--- src/rtl/serport_pkg.sv ---
package serport_pkg;
  localparam int BUS_W  = 32;
  localparam int DATA_W = 8;
  localparam int ADDR_W = 5;

  localparam logic [ADDR_W-1:0] OFS_DATA = 5'h10;
  localparam logic [ADDR_W-1:0] OFS_STAT = 5'h14;

  // status bit positions (software decodes these)
  localparam int ST_RXRDY = 0;
  localparam int ST_TXRDY = 1;
  localparam int ST_OVR   = 2;
  localparam int ST_IEN   = 3;
  localparam int ST_W     = 4;

  function automatic logic [BUS_W-1:0] zext_byte(input logic [DATA_W-1:0] b);
    logic [BUS_W-1:0] r;
    r = '0;
    r[DATA_W-1:0] = b;
    return r;
  endfunction

  function automatic logic [BUS_W-1:0] pack_status(input logic rx_rdy,
                                                    input logic tx_rdy,
                                                    input logic ovr,
                                                    input logic ien);
    logic [BUS_W-1:0] r;
    r = '0;
    r[ST_RXRDY] = rx_rdy;
    r[ST_TXRDY] = tx_rdy;
    r[ST_OVR]   = ovr;
    r[ST_IEN]   = ien;
    return r;
  endfunction
endpackage

--- src/rtl/serport_decode.sv ---
module serport_decode
  import serport_pkg::*;
(
  input  logic              sel,
  input  logic              we,
  input  logic [ADDR_W-1:0] addr,
  output logic              rd_any,
  output logic              rd_data,
  output logic              rd_stat,
  output logic              wr_data,
  output logic              wr_stat
);
  logic hit_data, hit_stat;

  always_comb begin
    hit_data = (addr == OFS_DATA);
    hit_stat = (addr == OFS_STAT);
    rd_any   = sel && !we;
    rd_data  = rd_any && hit_data;
    rd_stat  = rd_any && hit_stat;
    wr_data  = sel && we && hit_data;
    wr_stat  = sel && we && hit_stat;
  end
endmodule

--- src/rtl/serport_rx_hold.sv ---
module serport_rx_hold
  import serport_pkg::*;
(
  input  logic              clk,
  input  logic              rst_n,
  input  logic              strobe,
  input  logic [DATA_W-1:0] byte_in,
  input  logic              consume,
  input  logic              clr_ovr,
  output logic [DATA_W-1:0] held,
  output logic              full,
  output logic              ovr,
  output logic              overrun_ev
);
  assign overrun_ev = strobe && full && !consume;

  always_ff @(posedge clk or negedge rst_n) begin
    if (!rst_n) begin
      held <= '0;
      full <= 1'b0;
      ovr  <= 1'b0;
    end else begin
      if (strobe) held <= byte_in;

      if (strobe)       full <= 1'b1;
      else if (consume) full <= 1'b0;

      if (overrun_ev)   ovr <= 1'b1;
      else if (clr_ovr) ovr <= 1'b0;
    end
  end
endmodule

--- src/rtl/serport_tx_hold.sv ---
module serport_tx_hold
  import serport_pkg::*;
(
  input  logic              clk,
  input  logic              rst_n,
  input  logic              load,
  input  logic [DATA_W-1:0] byte_in,
  input  logic              done,
  output logic              free,
  output logic              start,
  output logic [DATA_W-1:0] byte_out,
  output logic              accept_ev,
  output logic              drop_ev
);
  assign accept_ev = load && free;
  assign drop_ev   = load && !free;

  always_ff @(posedge clk or negedge rst_n) begin
    if (!rst_n) begin
      free     <= 1'b1;
      start    <= 1'b0;
      byte_out <= '0;
    end else begin
      start <= accept_ev;
      if (accept_ev) begin
        free     <= 1'b0;
        byte_out <= byte_in;
      end else if (done && !free) begin
        free <= 1'b1;
      end
    end
  end
endmodule

--- src/rtl/serial_mmio_regs.sv ---
module serial_mmio_regs
  import serport_pkg::*;
(
  input  logic              clk,
  input  logic              rst_n,
  input  logic              bus_sel,
  input  logic              bus_we,
  input  logic [ADDR_W-1:0] bus_addr,
  input  logic [BUS_W-1:0]  bus_wdata,
  output logic [BUS_W-1:0]  bus_rdata,
  input  logic              rx_strobe,
  input  logic [DATA_W-1:0] rx_byte,
  output logic              tx_start,
  output logic [DATA_W-1:0] tx_byte,
  input  logic              tx_done,
  output logic              rx_irq
);
  // internal events and state, named for the checker
  logic              rd_any, rd_data_ev, rd_stat_ev, wr_data_ev, wr_stat_ev;
  logic [DATA_W-1:0] rx_held;
  logic              rx_full, ovr_flag, overrun_ev;
  logic              tx_free, tx_accept_ev, tx_drop_ev;
  logic              irq_en;
  logic [BUS_W-1:0]  rd_next;
  logic              unused_wr_bits;

  assign unused_wr_bits = ^{bus_wdata[BUS_W-1:ST_IEN+1], bus_wdata[ST_IEN-1:0]};

  serport_decode u_dec (
    .sel     (bus_sel),
    .we      (bus_we),
    .addr    (bus_addr),
    .rd_any  (rd_any),
    .rd_data (rd_data_ev),
    .rd_stat (rd_stat_ev),
    .wr_data (wr_data_ev),
    .wr_stat (wr_stat_ev)
  );

  serport_rx_hold u_rx (
    .clk        (clk),
    .rst_n      (rst_n),
    .strobe     (rx_strobe),
    .byte_in    (rx_byte),
    .consume    (rd_data_ev),
    .clr_ovr    (rd_stat_ev),
    .held       (rx_held),
    .full       (rx_full),
    .ovr        (ovr_flag),
    .overrun_ev (overrun_ev)
  );

  serport_tx_hold u_tx (
    .clk       (clk),
    .rst_n     (rst_n),
    .load      (wr_data_ev),
    .byte_in   (bus_wdata[DATA_W-1:0]),
    .done      (tx_done),
    .free      (tx_free),
    .start     (tx_start),
    .byte_out  (tx_byte),
    .accept_ev (tx_accept_ev),
    .drop_ev   (tx_drop_ev)
  );

  always_comb begin
    if (rd_data_ev)      rd_next = zext_byte(rx_held);
    else if (rd_stat_ev) rd_next = pack_status(rx_full, tx_free, ovr_flag, irq_en);
    else                 rd_next = '0;
  end

  always_ff @(posedge clk or negedge rst_n) begin
    if (!rst_n) begin
      bus_rdata <= '0;
      irq_en    <= 1'b0;
    end else begin
      if (rd_any)     bus_rdata <= rd_next;
      if (wr_stat_ev) irq_en    <= bus_wdata[ST_IEN];
    end
  end

  assign rx_irq = rx_full && irq_en;
endmodule

--- config.mk ---
export PLATFORM = sky130hd
export DESIGN_NAME = serial_mmio_regs
export DESIGN_NICKNAME = d
export VERILOG_FILES = /design/src/rtl/serport_pkg.sv /design/src/rtl/serport_decode.sv /design/src/rtl/serport_rx_hold.sv /design/src/rtl/serport_tx_hold.sv /design/src/rtl/serial_mmio_regs.sv
export SDC_FILE = /design/constraint.sdc
export NUM_CORES = 1
export LEC_CHECK = 0
export CAP_MARGIN = 15
export CORE_AREA = 3 3 70 72
export DETAILED_ROUTE_END_ITERATION = 10
export DIE_AREA = 0 0 73 75
export GPL_TIMING_DRIVEN = 0
export PLACE_DENSITY_LB_ADDON = 0.15
export SKIP_LAST_GASP = 1
export SLEW_MARGIN = 10
export SYNTH_ARGS = -nofsm -noshare
export SYNTH_HDL_FRONTEND = slang
export SYNTH_SLANG_ARGS = --single-unit
--- constraint.sdc ---
create_clock -name clk -period 1.3 [get_ports clk]
set_clock_uncertainty 0.05 [all_clocks]
set_input_delay 0.26 -clock clk [delete_from_list [all_inputs] [get_ports clk]]
set_output_delay 0.26 -clock clk [all_outputs]
set_load 0.005 [all_outputs]
==> out/metrics.yaml, run 1 <==
setup_path:
  crit_family: "buffers and inverters"
  crit_slowest_cell: "clkdlybuf4s50_1"
  critPathCaptureType: "flop"
  crit_fanout: 5
  rrSetupSlack_ps: -200
  critical_path_arrival_ps: 1610
  max_stage_delay_ps: 530
  cp-start-kind: "input pin"
  crit_type: "in -> reg"
  worstPathCellList: "clkdlybuf4s50_1, nand3_2, nor3_4, buf_6, mux2_4"
  cp.required_ps: 1410
  path_buf_inv: 2
global_route:
  antenna_found_initial: 0
  grt.total_usage: 0.122
  grt_max_degree: 30
  first_global_vias: 1097
  grt_pass1_wl_um: 5060
  grt_overflow: 0
drt:
  vias_per_cell: 4.19
  routed_wirelength_um: 3100
  first_pass_iters: 4
  drt.antenna.violating_nets: 0
  via_count: 1057
  wl_per_cell_um: 12.3
  drc: 0
  first_iter_violations: 59
timing:
  fin_tns_setup_ps: -1740
  tightest_slew_ps: 655
  finalCritPeriodShare: 1.15
  slew_violations: 0
  fin_ws_ps: -201
  rsz0062_at_grt: "yes"
  relSlewSlack: 0.563
  hold_viol_final: 0
  max_freq_ghz: 0.666
  finalSetupViolCount: 13
  post-route-min-period_ps: 1500
yosys:
  synth.top_cell.area_share: 0.510
  synthTopCellsByArea: "dfrtp_1 (51%), mux2_2 (14%), buf_4 (13%)"
  yosysTopAreaCell: "dfrtp_1"
  ys_ff_latch: 29
  synth_area_sq_um: 1380
  syn_area_per_cell_sq_um: 11.7
  synth-warning-count: 0
  synthDistinctLibCells: 23
  ys_seq_area_frac: 0.529
  synthCells: 118
power_and_ir_drop:
  p_leak_nw: 1.10
  irDropWorstVdd_uv: 603
  power_density_nw_per_um2: 990
status:
  outcome: "finished with violations"
  violations: "setup timing"
floorplan:
  die-area_sq_um: 5480
  die-width_um: 73
  fp.dieH_um: 75
  fp-row-count: 24
  ioPinCount: 93
  start_util: 0.316
  core_sq_um: 4350
layout:
  diodes: 0
  syn_to_final_growth_pct: 57.8
  fin_cells: 252
  layout_commonest_cell: "buf_4"
  drive_gt1_frac: 0.350
  layout_common_cells: "buf_4 (29), dfrtp_1 (28), conb_1 (24)"
  postLayoutCellArea_sq_um: 2170
  nFillCells: 416
  nets: 250
clock_tree:
  cts_buffers: 5
  clk_pin_slew_ps: 60
  root_buffer: "clkbuf_8"
  h-tree-depth: 2
  clockBufferDepth: 2
  clock_sinks: 29
  tritoncts: "yes"
  worst_skew_pair.late_latency_ps: 280
placement:
  dp_hpwl_um: 2200
  place_ws_ps: -1050
  place_congestion: 0.741
  port_buffers: 43
  postPlaceCellArea_sq_um: 1960
  placed_cells: 236
hold_path:
  hp-class: "in -> reg"
job:
  maxCapViolCount: 0
==> what timing repair did <==
item | 4_1_cts | 5_1_grt
setup endpoints to repair | 46 | 21
pin swaps | 2 | 3
hold buffers | 1 | 0
endpoints found under the hold margin | 28 | 0
resized for setup | 50 | 12
setup buffers | 7 | 2
cloned | 1 | 0
==> stage by stage <==
stage                util  hold WS (ps)  power, mW
CTS                 0.495           409       2.17
floorplan               -         -85.6       1.20
detailed placement  0.450           281       1.40
global route        0.498           358       2.27
finish              0.498           348       2.15
global placement    0.451           412       1.40
==> flip-flops by register name, summed over array words and instances, names as in the netlist <==
name           count
u_tx.start         1
u_rx.full          1
u_rx.ovr           1
u_tx.byte_out      8
bus_rdata          8
irq_en             1
u_rx.held          8
u_tx.free          1
==> cell usage after synthesis <==
cell type,count
dfrtp_1,28
buf_4,24
mux2_2,17
nand2_1,12
nor2_1,5
mux2i_1,4
o21ai_0,4
o31ai_1,4
clkbuf_1,3
nand2b_1,2
nand3_1,2
nor4_1,2
a2111oi_0,1
a21oi_1,1
and2_1,1
buf_6,1
conb_1,1
dfstp_2,1
inv_1,1
nor2b_1,1
nor3_1,1
nor3_4,1
or4b_1,1
==> layer usage <==
layer | GRT usage | wire length (um) | vias to the layer above
met4 | 0.0307 | 25 | 0
li1 | - | - | 509
met3 | 0.0561 | 306 | 2
met1 | 0.154 | 1300 | 500
met2 | 0.189 | 1460 | 46
met5 | 0 | 0 | -
==> power breakdown <==
part	switching (mW)	internal, mW	leakage, nW	total, mW
registers	0.0341	0.972	0.367	1.01
logic	0.142	0.249	0.691	0.391
clock network	0.321	0.431	0.0455	0.752
==> cell type report <==
| type | count | area [sq um] | area share |
|---|---|---|---|
| repair buffers | 52 | 480 | 0.221 |
| plain buffers | 27 | 204 | 0.0940 |
| flip-flops and latches | 29 | 727 | 0.335 |
| multi-input cells | 83 | 599 | 0.276 |
| clock buffers | 8 | 90.1 | 0.0415 |
| inverters | 1 | 3.75 | 0.00173 |
| well taps | 52 | 65.1 | 0.0300 |
==> worst min-delay path: stages <==
cell	delay, ps
buf_6	60
or4b_4	130
nor3_4	50
buf_6	130
==> logic make-up after synthesis <==
| kind of cell | Yosys count | synth area share |
|---|---|---|
| other | 1 | 0.00273 |
| DFF | 29 | 0.529 |
| AOI/OAI and AO/OA | 10 | 0.0464 |
| and+or+nand+nor | 28 | 0.104 |
| muxes | 21 | 0.168 |
| buffers and inverters | 29 | 0.150 |
==> worst paths after layout <==
check	start	end	depth (start not counted)
worst max-delay path	bus_we	u_tx.byte_out[4]	5
max in group asynchronous	rst_n	u_tx.byte_out[7]	2
worst min register to register	bus_rdata[2]	bus_rdata[2]	2
worst min-delay path	bus_addr[0]	u_tx.start	4
min in group asynchronous	rst_n	bus_rdata[2]	2
worst max register to register	u_tx.free	u_tx.byte_out[4]	4
(Power assumes the default switching activity.)
==> inputs of run 2 (changes only) <==
--- a/config.mk
+++ b/config.mk
@@ -5,11 +5,12 @@
 export SDC_FILE = /design/constraint.sdc
 export NUM_CORES = 1
 export LEC_CHECK = 0
+export ABC_AREA = 1
 export CAP_MARGIN = 15
-export CORE_AREA = 3 3 70 72
+export CORE_AREA = 3 3 72 74
 export DETAILED_ROUTE_END_ITERATION = 10
-export DIE_AREA = 0 0 73 75
-export GPL_TIMING_DRIVEN = 0
+export DIE_AREA = 0 0 75 77
+export MAX_ROUTING_LAYER = met4
 export PLACE_DENSITY_LB_ADDON = 0.15
 export SKIP_LAST_GASP = 1
 export SLEW_MARGIN = 10
==> run 2 against run 1 <==
  * The run now ends clean
  * Power decreased by 1.2%
  * Design area down 6.9%
  * Routed wire length is 9.8% lower
  * Final cell count grew 10%
  * Synthesized cell count is 39% higher
  * First-iteration DRC count shrank 56%
  * Clock power grew 6.6%
  * Register-to-register slack improved by 370 ps
  * Synthesized area is 4.5% higher
  * Via count rose by 5.7%
  * Sequential share of layout area increased by 2.5 points
  * Critical path depth fell by 4
  * Critical path type is now reg -> out
  * Largest cell class unchanged
  * Highest routed layer unchanged
==> out/metrics.yaml, run 2 <==
layout:
  top_regs: "bus_rdata (8), u_rx.held (8), u_tx.byte_out (8)"
  nets: 274
  layout_commonest_cell: "nand2_1"
  drive_gt1_frac: 0.152
  syn_to_final_growth_pct: 40.5
  fin_util: 0.433
  diodes: 0
  postLayoutCellArea_sq_um: 2020
  layout_common_cells: "nand2_1 (63), dfrtp_1 (28), conb_1 (24), clkdlybuf4s50_1 (24), dlygate4sd2_1 (17)"
power_and_ir_drop:
  p_leak_nw: 1.16
  power_density_nw_per_um2: 1050
  irDropWorstVdd_uv: 498
timing:
  finalCritPeriodShare: 0.955
  rsz0062_at_grt: "yes"
  max_freq_ghz: 0.805
  slew_violations: 0
  fin_ws_ps: 58.1
  hold_viol_final: 0
  post-route-min-period_ps: 1240
  finalSetupViolCount: 0
floorplan:
  fp-row-count: 25
  start_util: 0.308
  die-width_um: 75
  ioPinCount: 93
  core_sq_um: 4660
  fp.dieH_um: 77
  die-area_sq_um: 5780
setup_path:
  path_buf_inv: 1
  critPathCaptureType: "output port"
  rr_startpoint: "u_tx.free"
  cp-start-kind: "flop"
  worstPathCellList: "dlygate4sd2_1"
  crit_family: "flip-flops"
  reg2regPathDepth: 4
  crit_slowest_cell: "dfrtp_1"
  r2r-end: "u_tx.byte_out[2]"
  rrSetupSlack_ps: 170
  cp.required_ps: 990
  crit_type: "reg -> out"
  crit_fanout: 2
  max_stage_delay_ps: 380
  critical_path_arrival_ps: 930
drt:
  drt.antenna.violating_nets: 0
  first_pass_iters: 4
  first_iter_violations: 26
  drc: 0
  vias_per_cell: 4.02
  via_count: 1117
  wl_per_cell_um: 10.1
  routed_wirelength_um: 2800
yosys:
  async_reset_ff_frac: 1.00
  synth-warning-count: 0
  synth.top_cell.area_share: 0.487
  syn_area_per_cell_sq_um: 8.77
  synthDistinctLibCells: 15
  ys.flop_type: "dfrtp_1"
  ys_ff_latch: 29
  synthTopCellsByArea: "dfrtp_1 (49%), nand2_1 (16%), buf_4 (13%)"
  synthCells: 164
  yosysMostFrequentCell: "nand2_1"
  synth-edff-count: 0
  ys_seq_area_frac: 0.506
  synth_common_cells: "nand2_1 (63), dfrtp_1 (28), buf_4 (24)"
  yosysTopAreaCell: "dfrtp_1"
  synth_area_sq_um: 1440
placement:
  place_ws_ps: -233
  port_buffers: 44
  dp_hpwl_um: 2160
  postPlaceCellArea_sq_um: 1920
  place_congestion: 0.696
hold_path:
  hp-class: "in -> async"
status:
  outcome: "completed"
clock_tree:
  cts_buffers: 5
  h-tree-depth: 2
  worst_skew_pair.late_latency_ps: 280
  clock_sinks: 29
  clockBufferDepth: 2
  clk_pin_slew_ps: 60
  tritoncts: "yes"
  root_buffer: "clkbuf_8"
global_route:
  grt.total_usage: 0.103
  grt_pass1_wl_um: 4460
  antenna_found_initial: 0
  first_global_vias: 1011
  grt_overflow: 0
  grt_max_degree: 30
job:
  maxCapViolCount: 0
[run 2: final cells by class]
cell class	count	area, sq um
fillers	489	2640
flip-flops and latches	29	727
multi-input cells	119	561
repair buffers	55	514
clock buffers	7	96.3
well taps	54	67.6
inverters	13	48.8
clock inverters	1	5.00
[run 2: what timing repair did]
action	CTS	global route
hold buffers	0	0
endpoints found under the hold margin	0	0
resized for setup	18	5
setup endpoints to repair	18	12
buffers inserted	1	1
pin swaps	0	5
[run 2: cells by family (layout without fill, tap and decap cells)]
group / count (synthesis) / count (layout) / share of synthesized area
other: 1 / 24 / 0.00261
AND/OR/NAND/NOR: 87 / 87 / 0.287
flip-flops: 29 / 29 / 0.506
AO/OA/AOI/OAI: 8 / 8 / 0.0383
buffers and inverters: 39 / 76 / 0.166
[run 2: worst max path at each step]
| stage | slack [ps] | start | cells past startpoint | to |
|---|---|---|---|---|
| after floorplan | 260 | u_tx.free | 5 | u_tx.byte_out[0] |
| after global placement | -240 | bus_sel | 7 | bus_rdata[2] |
| after detailed placement | -230 | bus_sel | 7 | bus_rdata[3] |
| after CTS | -60 | irq_en | 3 | rx_irq |
| after global routing | -3 | bus_we | 8 | u_tx.byte_out[2] |
| final | 60 | bus_rdata[1] | 1 | bus_rdata[1] |
[run 2: through the flow]
step	hold WS [ps]	power, mW	setup TNS [ps]	instances
after global routing	291	2.25	-3.17	278
after CTS	290	2.16	-62.5	277
final	288	2.12	0	278
after floorplan	-85.6	1.19	0	187
after detailed placement	416	1.37	-4300	268
after global placement	415	1.36	-4250	268
[run 2: layer usage]
metal	global-route usage	vias to the layer above	wire length (um)
met4	0.0374	0	40
met3	0.0380	6	241
li1	-	574	-
met2	0.159	45	1300
met1	0.123	492	1210
met5	-	-	0
[run 2: where the power goes]
group          switching [mW]  leakage, nW  internal, mW
clock network           0.325       0.0542         0.477
registers              0.0286        0.371         0.968
logic                   0.152        0.739         0.172
total                   0.505         1.16          1.62
